### src/rtl/pkt_framer_pkg.sv
package pkt_framer_pkg;

    localparam int unsigned WORD_W = 64;
    localparam int unsigned SEQ_W  = 12;
    localparam int unsigned LEN_W  = 16;
    localparam int unsigned ID_W   = 16;

    typedef enum logic [1:0] {
        KIND_DATA = 2'b00,
        KIND_FLOW = 2'b01,
        KIND_CMD  = 2'b10,
        KIND_RESP = 2'b11
    } pkt_kind_e;

    typedef enum logic [1:0] {
        PH_IDLE,
        PH_HEAD,
        PH_TIME,
        PH_BODY
    } phase_e;

    typedef struct packed {
        pkt_kind_e         kind;
        logic              timed;
        logic              burst_end;
        logic [ID_W-1:0]   src;
        logic [ID_W-1:0]   dst;
        logic [WORD_W-1:0] stamp;
    } desc_t;

    // Field order is the wire order, most significant first.
    typedef struct packed {
        pkt_kind_e        kind;
        logic             timed;
        logic             burst_end;
        logic [SEQ_W-1:0] seq;
        logic [LEN_W-1:0] len;
        logic [ID_W-1:0]  src;
        logic [ID_W-1:0]  dst;
    } hdr_word_t;

    function automatic logic [LEN_W-1:0] byte_len(input logic [LEN_W-1:0] words,
                                                  input logic timed);
        logic [LEN_W-1:0] extra;
        extra = timed ? LEN_W'(16) : LEN_W'(8);
        return (words << 3) + extra;
    endfunction

endpackage

### src/rtl/pkt_seq_counter.sv
module pkt_seq_counter #(
    parameter int unsigned SEQ_W = 12
) (
    input  logic             clk,
    input  logic             rst,
    input  logic             bump,
    output logic [SEQ_W-1:0] value
);
    always_ff @(posedge clk) begin
        if (rst) begin
            value <= '0;
        end else if (bump) begin
            value <= value + SEQ_W'(1);
        end
    end
endmodule

### src/rtl/pkt_frame_ctrl.sv
module pkt_frame_ctrl
    import pkt_framer_pkg::*;
#(
    parameter int unsigned COUNT_W = 11
) (
    input  logic               clk,
    input  logic               rst,
    input  logic               desc_valid,
    input  desc_t              desc_in,
    input  logic [COUNT_W-1:0] desc_words,
    output logic               desc_ready,
    input  logic               in_tvalid,
    input  logic               in_tlast,
    input  logic               out_tready,
    output phase_e             phase,
    output desc_t              held,
    output logic [COUNT_W-1:0] held_words,
    output logic               pkt_done
);
    phase_e ph_q, ph_d;
    logic   no_body;

    assign no_body    = (held_words == '0);
    assign desc_ready = (ph_q == PH_IDLE);
    assign phase      = ph_q;

    always_comb begin
        ph_d     = ph_q;
        pkt_done = 1'b0;
        case (ph_q)
            PH_IDLE: begin
                if (desc_valid) ph_d = PH_HEAD;
            end
            PH_HEAD: begin
                if (out_tready) begin
                    if (held.timed) begin
                        ph_d = PH_TIME;
                    end else if (no_body) begin
                        ph_d     = PH_IDLE;
                        pkt_done = 1'b1;
                    end else begin
                        ph_d = PH_BODY;
                    end
                end
            end
            PH_TIME: begin
                if (out_tready) begin
                    if (no_body) begin
                        ph_d     = PH_IDLE;
                        pkt_done = 1'b1;
                    end else begin
                        ph_d = PH_BODY;
                    end
                end
            end
            PH_BODY: begin
                if (in_tvalid && out_tready && in_tlast) begin
                    ph_d     = PH_IDLE;
                    pkt_done = 1'b1;
                end
            end
            default: ph_d = PH_IDLE;
        endcase
    end

    always_ff @(posedge clk) begin
        if (rst) begin
            ph_q       <= PH_IDLE;
            held       <= '0;
            held_words <= '0;
        end else begin
            ph_q <= ph_d;
            if (ph_q == PH_IDLE && desc_valid) begin
                held       <= desc_in;
                held_words <= desc_words;
            end
        end
    end
endmodule

### src/rtl/pkt_out_stage.sv
module pkt_out_stage
    import pkt_framer_pkg::*;
#(
    parameter int unsigned COUNT_W = 11
) (
    input  phase_e             phase,
    input  desc_t              held,
    input  logic [COUNT_W-1:0] held_words,
    input  logic [SEQ_W-1:0]   seq,
    input  logic [WORD_W-1:0]  in_tdata,
    input  logic               in_tvalid,
    input  logic               in_tlast,
    input  logic               out_tready,
    output logic [WORD_W-1:0]  out_tdata,
    output logic               out_tvalid,
    output logic               out_tlast,
    output logic               in_tready
);
    hdr_word_t        hdr;
    logic [LEN_W-1:0] words_ext;
    logic             no_body;

    assign words_ext = LEN_W'(held_words);
    assign no_body   = (held_words == '0);

    always_comb begin
        hdr.kind      = held.kind;
        hdr.timed     = held.timed;
        hdr.burst_end = held.burst_end;
        hdr.seq       = seq;
        hdr.len       = byte_len(words_ext, held.timed);
        hdr.src       = held.src;
        hdr.dst       = held.dst;
    end

    always_comb begin
        out_tdata  = '0;
        out_tvalid = 1'b0;
        out_tlast  = 1'b0;
        in_tready  = 1'b0;
        case (phase)
            PH_HEAD: begin
                out_tdata  = hdr;
                out_tvalid = 1'b1;
                out_tlast  = !held.timed && no_body;
            end
            PH_TIME: begin
                out_tdata  = held.stamp;
                out_tvalid = 1'b1;
                out_tlast  = no_body;
            end
            PH_BODY: begin
                out_tdata  = in_tdata;
                out_tvalid = in_tvalid;
                out_tlast  = in_tlast;
                in_tready  = out_tready;
            end
            default: ;
        endcase
    end
endmodule

### src/rtl/pkt_framer.sv
module pkt_framer
    import pkt_framer_pkg::*;
#(
    parameter int unsigned COUNT_W = 11
) (
    input  logic               clk,
    input  logic               rst,
    input  logic               desc_valid,
    output logic               desc_ready,
    input  logic [1:0]         desc_kind,
    input  logic               desc_timed,
    input  logic               desc_burst_end,
    input  logic [15:0]        desc_src,
    input  logic [15:0]        desc_dst,
    input  logic [63:0]        desc_stamp,
    input  logic [COUNT_W-1:0] desc_words,
    input  logic [63:0]        in_tdata,
    input  logic               in_tvalid,
    output logic               in_tready,
    input  logic               in_tlast,
    output logic [63:0]        out_tdata,
    output logic               out_tvalid,
    input  logic               out_tready,
    output logic               out_tlast
);
    desc_t              desc_in, held;
    phase_e             phase;
    logic [COUNT_W-1:0] held_words;
    logic               pkt_done;
    logic [SEQ_W-1:0]   seq;

    always_comb begin
        desc_in.kind      = pkt_kind_e'(desc_kind);
        desc_in.timed     = desc_timed;
        desc_in.burst_end = desc_burst_end;
        desc_in.src       = desc_src;
        desc_in.dst       = desc_dst;
        desc_in.stamp     = desc_stamp;
    end

    pkt_frame_ctrl #(.COUNT_W(COUNT_W)) u_ctrl (
        .clk        (clk),
        .rst        (rst),
        .desc_valid (desc_valid),
        .desc_in    (desc_in),
        .desc_words (desc_words),
        .desc_ready (desc_ready),
        .in_tvalid  (in_tvalid),
        .in_tlast   (in_tlast),
        .out_tready (out_tready),
        .phase      (phase),
        .held       (held),
        .held_words (held_words),
        .pkt_done   (pkt_done)
    );

    pkt_seq_counter #(.SEQ_W(SEQ_W)) u_seq (
        .clk   (clk),
        .rst   (rst),
        .bump  (pkt_done),
        .value (seq)
    );

    pkt_out_stage #(.COUNT_W(COUNT_W)) u_out (
        .phase      (phase),
        .held       (held),
        .held_words (held_words),
        .seq        (seq),
        .in_tdata   (in_tdata),
        .in_tvalid  (in_tvalid),
        .in_tlast   (in_tlast),
        .out_tready (out_tready),
        .out_tdata  (out_tdata),
        .out_tvalid (out_tvalid),
        .out_tlast  (out_tlast),
        .in_tready  (in_tready)
    );
endmodule

### config.mk
export PLATFORM = sky130hd
export DESIGN_NAME = pkt_framer
export DESIGN_NICKNAME = d
export VERILOG_FILES = /design/src/rtl/pkt_framer_pkg.sv /design/src/rtl/pkt_seq_counter.sv /design/src/rtl/pkt_frame_ctrl.sv /design/src/rtl/pkt_out_stage.sv /design/src/rtl/pkt_framer.sv
export SDC_FILE = /design/constraint.sdc
export NUM_CORES = 1
export LEC_CHECK = 0
export ABC_AREA = 1
export CAP_MARGIN = 15
export CORE_ASPECT_RATIO = 1.25
export CORE_UTILIZATION = 41
export DETAILED_ROUTE_END_ITERATION = 10
export GPL_ROUTABILITY_DRIVEN = 0
export MAX_ROUTING_LAYER = met4
export PLACE_DENSITY = 0.78
export RECOVER_POWER = 100
export SYNTH_ARGS = -nofsm -noshare
export SYNTH_HDL_FRONTEND = slang
export SYNTH_SLANG_ARGS = --single-unit
### constraint.sdc
create_clock -name clk -period 2.08 [get_ports clk]
set_clock_uncertainty 0.2 [all_clocks]
set_input_delay 0.416 -clock clk [delete_from_list [all_inputs] [get_ports clk]]
set_output_delay 0.416 -clock clk [all_outputs]
set_load 0.01 [all_outputs]
==> results.txt, run 1 <==
* Result of the run: complete, but fails checks
* Violated checks: negative setup slack
* Post-route ant nets: 0
- Worst-path maximum fanout: 4
* Start point of the critical path: u_ctrl.held[97]
- Area inside the core boundary: ~16,000 um^2
- Fraction of post-synthesis cell area in the top cell type by area: 37.4%
- After synthesis, the mean cell area works out to 6.31 um^2.
- Number of cells on the worst reg-to-reg path: 10
* Drt wl/cell: roughly 19 um
- The number of max-slew violations in the final report is 0.
- The internal portion of the total power is 6.73 mW.
* Clock Tree Buf Depth: 2
- Crit path capture type: output port
- Portion of total power attributed to the clock network: 30.6%
- In this run switching power makes up 34.6% of total power.
- Hold depth: 2
- For the worst setup path, the data arrival time is 2.11 ns.
- Unrepaired setup endpoints after global routing: true
* Transition time of the tightest slew-check pin: around 0.45 ns
- Critical path data required time: 1.46 ns
- Port buffering added 248 buffers.
- Main flop type after synthesis: sky130_fd_sc_hd__dfxtp_1
- DIE HEIGHT: ~140 um
- EDFF count, synth: 0
- After synthesis the netlist holds a flip-flop and latch count of 125.
- TritonCTS built the clock tree.
- For hold timing, the worst endpoint is u_ctrl.held[93].
- From synthesis to final layout, the design area changed by 86.0%.
- Die outline width: about 120 um
- On the final layout, the worst hold slack is 0.283 ns.
- Clock latency on the worst-skew pair, taken at its later pin, is 0.43 ns.
- Once routing completed, OpenROAD measured the worst setup slack at -0.646 ns.
- Setup violations remaining at the end of the flow were counted as 193.
* Synth area leader: sky130_fd_sc_hd__dfxtp_1
- Total negative setup slack: -34.99 ns
- The startpoint identified for the worst hold timing path is u_ctrl.held[93].
* Synthesized cell area: 6680 um^2
- YS warnings: 0
- Critical Path Start Type: register
* PnR Total Power: 10.3 mW
* Startpoint of the worst register-to-register path: u_ctrl.phase[1]
* Remaining Overflow, GRT: 0
- Part of the power in combinational logic: 39.9%
* Sink count of the clock tree: 125
- Timing would allow up to 367 MHz.
- For this run, the share of the core covered by cells in the final layout is 78.9%.
* Finished Layout Cells: ~1,600
- The H-tree generated during clock tree synthesis spans 4 levels.
* Sequential share of power: 29.5%
- By area the synthesized netlist is led by sky130_fd_sc_hd__dfxtp_1 37%, sky130_fd_sc_hd__nand2_1 16%, sky130_fd_sc_hd__nor2_1 12%.
- After synthesis, the most frequently instantiated cells are 279 x sky130_fd_sc_hd__nand2_1, 217 x sky130_fd_sc_hd__nor2_1, 125 x sky130_fd_sc_hd__dfxtp_1.
* Iter 0 DRT Violations: 953
* Maximum resistive drop on vdd: roughly 0.62 mV
- The first global-routing pass estimated 41,600 um of wire.
- Combined global-route utilization of all metal layers: about a third
- Minimum clock period after layout: 2.73 ns
- The setup check on the worst reg-to-reg path leaves a slack of -0.20 ns.
- Once the floorplan was initialized, standard cells occupied between 40% and 50% of the core.
- Detailed-route via count: 8,891
- Once detailed placement completed, the half-perimeter wirelength came to 15,100 um.
* Post-CTS Hold Fix Bufs: 0
- Counting the buffers created by CTS gives 17.
- Number of antenna violations at the first check in global routing: 2
- Entering global routing, the biggest net connects 57 pins.
* Worst reg2reg endpoint: u_ctrl.held[59]
* Vias in the first global route: 8,258
- Cells after synthesis: 1,060
* Net count after synthesis: 1,249
- sky130_fd_sc_hd__nand2_1 is the most common cell in the netlist.
* Buffer cell driving the clock tree root: sky130_fd_sc_hd__clkbuf_16
* Leakage power figure: 6.18 nW
- Maximum Capacitance Violations: 0
* Remaining DRCs: 0
- The die covers 16,800 um^2.
- The share of the Yosys chip area taken by registers is around 37%.
- After synthesis, the netlist uses 34 different library cells.
- Setup CP Type: register to output port
- During I/O placement, the number of pins put on the boundary was roughly 250.
- Class of the tightest hold or removal check: register to register
- Final worst path period share: 131%
* Standard-cell row count: between 50 and 60
* Power Dens Cells: 829 nW/um^2
- Via/cell ratio: 5.49
- Share of synthesized registers carrying an async set or reset: 0%
* Nets: 1,582
- Number of optimization iterations in the first detailed-route pass: 6
- After detailed routing, the total wire length is roughly 30,000 um.
* Switch Pwr: 3.57 mW
- In the final layout, the share of cells above drive strength 1 is 34.7%.
- Once placement completed, the tool counted placed cells totaling about 1,500.
- Clock-pin slew was measured on the worst setup and hold paths at 0.06 ns.
- Measured against its own limit, the worst slew margin works out to a little over two thirds.
- The filler cells instantiated in the layout total 1,016.
- The final number of hold-violating endpoints came to 0.
worst max-delay path, cell delays in order (launching register included):
cell and delay (ns):
sky130_fd_sc_hd__dfxtp_4 0.36, sky130_fd_sc_hd__buf_4 0.17, sky130_fd_sc_hd__fa_2 0.44, sky130_fd_sc_hd__buf_4 0.17
sky130_fd_sc_hd__a21oi_2 0.18, sky130_fd_sc_hd__o21ai_2 0.08, sky130_fd_sc_hd__a31oi_1 0.13, sky130_fd_sc_hd__buf_2 0.16
flip-flops by register name, indices dropped and copies added, names as in the netlist:
| signal | count |
|---|---|
| u_ctrl.held | 100 |
| u_seq.value | 12 |
| u_ctrl.phase | 2 |
| u_ctrl.held_words | 11 |
kinds of logic after synthesis:
kind of cell,after synthesis,synth area share (%)
adders and majority gates,8,1.61
AOI/OAI and AO/OA,167,13.7
buffers and inverters,156,9.70
DFF,125,37.4
and+or+nand+nor,600,37.0
xor gates and xnor gates,4,0.524
power by group through the flow:
stage	Clock (mW)	Sequential, mW	Combinational [mW]
5_1_grt	3.27	3.07	4.34
6_report	3.15	3.03	4.11
3_3_place_gp	0	2.98	2.56
3_5_place_dp	0	2.99	2.58
2_1_floorplan	0	2.94	1.37
4_1_cts	3.13	2.98	3.81
per-layer routing:
layer  global-route usage, %  part of all wire [%]  routed length, um
met1                    37.7                    37              11200
met2                    55.1                    49              14700
met3                    6.71                   7.4               2240
met4                    19.8                   7.1               2140
met5                       -                     0                  0
final cells by class:
type | count | area, um^2 | share of cell area (%)
clock inverter | 13 | 163 | 1.31
sequential | 125 | 2510 | 20.2
clock buffer | 19 | 453 | 3.64
antenna | 2 | 5.00 | 0.0403
inverter | 84 | 343 | 2.76
multi-input combinational | 779 | 4570 | 36.8
tap | 212 | 265 | 2.13
timing repair buffer | 386 | 4120 | 33.1
cells in the final DEF, fill, tap and decap left out, types with 8 or more instances in the layout:
cell type / instances
sky130_fd_sc_hd__o21ai_1: 81
sky130_fd_sc_hd__nand4_1: 11
sky130_fd_sc_hd__nand2_1: 163
sky130_fd_sc_hd__nand2_4: 73
sky130_fd_sc_hd__clkdlybuf4s50_1: 180
sky130_fd_sc_hd__nor2_1: 216
sky130_fd_sc_hd__a21oi_1: 17
sky130_fd_sc_hd__clkbuf_16: 20
sky130_fd_sc_hd__buf_4: 61
sky130_fd_sc_hd__buf_2: 36
sky130_fd_sc_hd__nand3_1: 23
sky130_fd_sc_hd__inv_1: 48
sky130_fd_sc_hd__o211ai_1: 8
sky130_fd_sc_hd__a21oi_2: 18
sky130_fd_sc_hd__inv_2: 29
sky130_fd_sc_hd__buf_6: 57
sky130_fd_sc_hd__nand3_2: 56
sky130_fd_sc_hd__o21ai_0: 31
sky130_fd_sc_hd__dfxtp_1: 120
sky130_fd_sc_hd__buf_8: 11
sky130_fd_sc_hd__nand2_2: 46
sky130_fd_sc_hd__buf_12: 30
metrics by stage:
stage / worst slack, ns / area, um^2
2_1_floorplan: -0.0348 / 6720
3_3_place_gp: -0.519 / 9850
3_5_place_dp: -0.540 / 9850
4_1_cts: -0.500 / 11800
5_1_grt: -0.676 / 12400
6_report: -0.646 / 12400
worst max path at each step:
stage / slack [ns] / cells after the start / end
after floorplan: -0.03 / 8 / out_tdata[41]
after global placement: -0.52 / 9 / out_tdata[41]
after detailed placement: -0.54 / 9 / out_tdata[41]
after CTS: -0.50 / 8 / out_tdata[41]
after global routing: -0.68 / 8 / out_tdata[37]
final: -0.65 / 7 / out_tdata[37]
what timing repair did:
action	in CTS	in global routing
endpoints found under the setup margin	169	132
buffers inserted	52	20
pin swaps	92	107
resized for setup	502	186
cloned	13	4
endpoints found under the hold margin	0	0
No activity file was read; power rests on OpenSTA's default activity.
==> run 2, diff against run 1 <==
--- a/config.mk
+++ b/config.mk
@@ -14,6 +14,7 @@
 export MAX_ROUTING_LAYER = met4
 export PLACE_DENSITY = 0.78
 export RECOVER_POWER = 100
+export REMOVE_ABC_BUFFERS = 1
 export SYNTH_ARGS = -nofsm -noshare
 export SYNTH_HDL_FRONTEND = slang
 export SYNTH_SLANG_ARGS = --single-unit
==> results.txt, run 2 (synthesized netlist as in run 1, its figures left out) <==
- Drt wl/cell: 17.7 um
* Sink count of the clock tree: approximately 130
- In this run the critical register-to-register path is launched from u_ctrl.phase[0].
- Post-route ant nets: 0
- Headroom to the max-slew limit came out at just under 80%.
- Of the cells placed in the final design, the portion with a size suffix greater than 1 is 33.5%.
- Maximum Capacitance Violations: 0
- The worst setup path is captured at an output port.
- Detailed placement finished with a half-perimeter wire length of about 15,000 um.
* Sum of routed wire length over all layers: 28,500 um
* Largest registers in the final layout: u_ctrl.held: 100 flops, u_seq.value: 12 flops, u_ctrl.held_words: 11 flops
- Internal power of the cells: 6.52 mW
- For this run, the total global-route usage over all layers was measured as 31.2%.
* Data arrival time at the worst-slack endpoint: 2.04 ns
- Vias in the first global route: 7,984
- Largest delay contributor family on the critical path: adder cells
- Final Hold Fails: 0
* Area inside the core boundary: 15,800 um^2
- In this run the vertical extent of the chip is 145 um.
- between 200 and 250 I/O pins were placed.
- STA classifies the critical path startpoint as a register.
- Die outline width: 116 um
- For this design the ratio of total power to cell area is 797 nW/um^2.
* Number of port buffers: 248
* Hold depth: 2
- The clock passes through at most 2 buffers.
- Standard cell with the maximum stage delay on the critical path: sky130_fd_sc_hd__fa_2
- CTS built an H-tree with a depth of 4.
- After detailed routing, the number of remaining DRC violations is 0.
- The design draws 9.83 mW.
- Standard-cell row count: between 50 and 60
* Sequential share of power: 30.8%
- Including well taps, the total number of placed cells is 1,523.
* Portion of total power attributed to the clock network: 32.1%
- Clock-pin slew was measured on the worst setup and hold paths at 0.06 ns.
- Number of antenna violations at the first check in global routing: 1
- The worst path in the final design needs a cycle of 2.66 ns, including I/O delays and setup.
* Nets: approximately 1,600
- The startpoint identified for the worst hold timing path is u_ctrl.held[34].
- The total overflow left after global routing is 0.
* Violated checks: negative setup slack
* Part of the power in combinational logic: 37.2%
- Initial cell density of the core: 42.4%
- The analysis attributes to net switching a power of 3.31 mW.
- The tightest min-delay check is of the register to register type.
- After clock tree synthesis, the flow added hold-fix buffers numbering 0.
* Cts bufs inserted: 17
- For the pin with the worst max-slew slack, the measured transition is approximately 0.32 ns.
- Number of endpoints failing setup at the final stage: 175
- STA puts the critical path data required time at between 1 and 1.5 ns.
- At the later pin of the worst-skew pair, clock insertion delay measures 0.43 ns.
- Pin count of the biggest net entering global routing: 68
- For this design the static power due to leakage is 6.11 nW.
* Number of optimization iterations in the first detailed-route pass: 5
* Design Area, Final: around 12,000 um^2
* Top register by number of flip-flops: u_ctrl.held
- The routed layout has around 8,600 vias.
- Result of the run: complete, but fails checks
- Final worst path period share: 128%
* Worst reg2reg endpoint: u_ctrl.held[87]
- For hold timing, the worst endpoint is u_ctrl.held[34].
- The critical path in this run is classified as register to output port.
- Once placement finished, the instance area stood at 9950 um^2.
* Number of cells on the worst reg-to-reg path: 10
* Number of fill cells in the layout: just over 1,000
- Together, buffers and inverters on the worst path number 3.
- Buffer cell driving the clock tree root: sky130_fd_sc_hd__clkbuf_16
- The library cell used most frequently in the layout, excluding fill and tap cells, is sky130_fd_sc_hd__nor2_1.
- Setup slack of the worst register-to-register path: -0.17 ns
- The die covers 16,800 um^2.
- Timing-limited maximum frequency: 377 MHz
- First-pass GRT wire length: around 39,000 um
- Largest stage delay, worst path: 0.39 ns
- Unrepaired setup endpoints after global routing: true
- Using the TritonRoute via totals, the vias-per-cell ratio works out to about 5.3.
- Maximum resistive drop on vdd: between 0.5 and 0.6 mV
- Leaving out fill and tap cells, the most frequent cells in the layout are 216 x sky130_fd_sc_hd__nor2_1, 180 x sky130_fd_sc_hd__clkdlybuf4s50_1, 164 x sky130_fd_sc_hd__nand2_1.
* Clock tree from TritonCTS: built
- Finished Layout Cells: 1,609
* Worst Hold Slack: 0.283 ns
- Iter 0 DRT Violations: 627
- Worst-path maximum fanout: 3
- Final-report max-slew violation count: 0
- Largest register FFs: 100
- Share of total power consumed by net switching: about a third
- Traced cell by cell, the critical path runs through inv_2 > ha_4 > fa_2 > buf_6 > a21oi_4 > o21ai_2 > a31oi_1 > buf_2.
- Relative to the synthesized area, the layout overhead comes to 84.6%.
- Once routing completed, OpenROAD measured the worst setup slack at -0.576 ns.
-- run 2: cell count changes in the layout (fill, tap and decap cells not counted), moves of 5 or more --
cell / before / now
sky130_fd_sc_hd__nand2_4: 73 / 67
sky130_fd_sc_hd__nand2_2: 46 / 51
sky130_fd_sc_hd__buf_2: 36 / 43
sky130_fd_sc_hd__buf_4: 61 / 48
sky130_fd_sc_hd__inv_1: 48 / 61
sky130_fd_sc_hd__inv_2: 29 / 19
-- run 2: layout make-up --
class	count	area, um^2	share of cell area, %
sequential	125	2510	20.4
multi-input combinational	779	4580	37.1
inverter	84	328	2.66
tap	212	265	2.15
antenna	1	2.50	0.0203
timing repair buffer	376	4030	32.7
clock inverter	9	134	1.08
clock buffer	23	488	3.95
-- run 2: worst register-to-register path, cell delays in order (launching register included) --
cell	delay [ns]
sky130_fd_sc_hd__dfxtp_4	0.35
sky130_fd_sc_hd__inv_4	0.06
sky130_fd_sc_hd__buf_4	0.12
sky130_fd_sc_hd__ha_4	0.15
sky130_fd_sc_hd__buf_6	0.21
sky130_fd_sc_hd__clkbuf_2	0.18
sky130_fd_sc_hd__nand2_2	0.13
sky130_fd_sc_hd__inv_1	0.22
sky130_fd_sc_hd__buf_12	0.25
sky130_fd_sc_hd__nor2_1	0.14
sky130_fd_sc_hd__nor2_1	0.16
-- run 2: per-stage QoR --
stage	TNS [ns]	util [%]	setup slack, ns
after detailed placement	-21.17	63.1	-0.635
after global routing	-47.17	78.3	-0.684
after CTS	-24.50	72.5	-0.568
final	-31.59	78.3	-0.576
after global placement	-19.84	63.1	-0.596
after floorplan	-196.52	-	-1.44
-- run 2: what timing repair did --
| item | 4_1_cts | 5_1_grt |
|---|---|---|
| setup buffers | 28 | 11 |
| gates resized for setup | 454 | 197 |
| pin swaps | 61 | 74 |
| endpoints found under the setup margin | 68 | 68 |
| gates cloned | 9 | 7 |
| hold endpoints to repair | 0 | 0 |
-- run 2: power groups by stage --
stage	combinational (mW)	clock [mW]	sequential, mW
after floorplan	1.22	0	2.94
after global placement	2.63	0	2.96
after detailed placement	2.66	0	2.98
after CTS	3.26	3.16	2.98
after global routing	3.89	3.27	3.06
final	3.65	3.15	3.02
-- run 2: worst max-delay path by stage --
stage	startpoint	to	slack [ns]	depth (start not counted)
finish	u_ctrl.held[97]	out_tdata[37]	-0.58	8
global placement	u_ctrl.held[97]	out_tdata[43]	-0.60	9
global route	u_ctrl.held[97]	out_tdata[37]	-0.68	8
CTS	u_ctrl.held[97]	out_tdata[43]	-0.57	9
floorplan	u_ctrl.phase[0]	u_ctrl.held[59]	-1.44	6
detailed placement	u_ctrl.held[97]	out_tdata[43]	-0.64	9
-- run 2: metal layers --
| layer | track usage, % | up-vias | routed length, um |
|---|---|---|---|
| met4 | 18.7 | 0 | 1920 |
| met3 | 5.79 | 161 | 1890 |
| met2 | 54.1 | 460 | 14500 |
| li1 | - | 4017 | - |
| met5 | - | - | 0 |
| met1 | 32.9 | 3939 | 10200 |
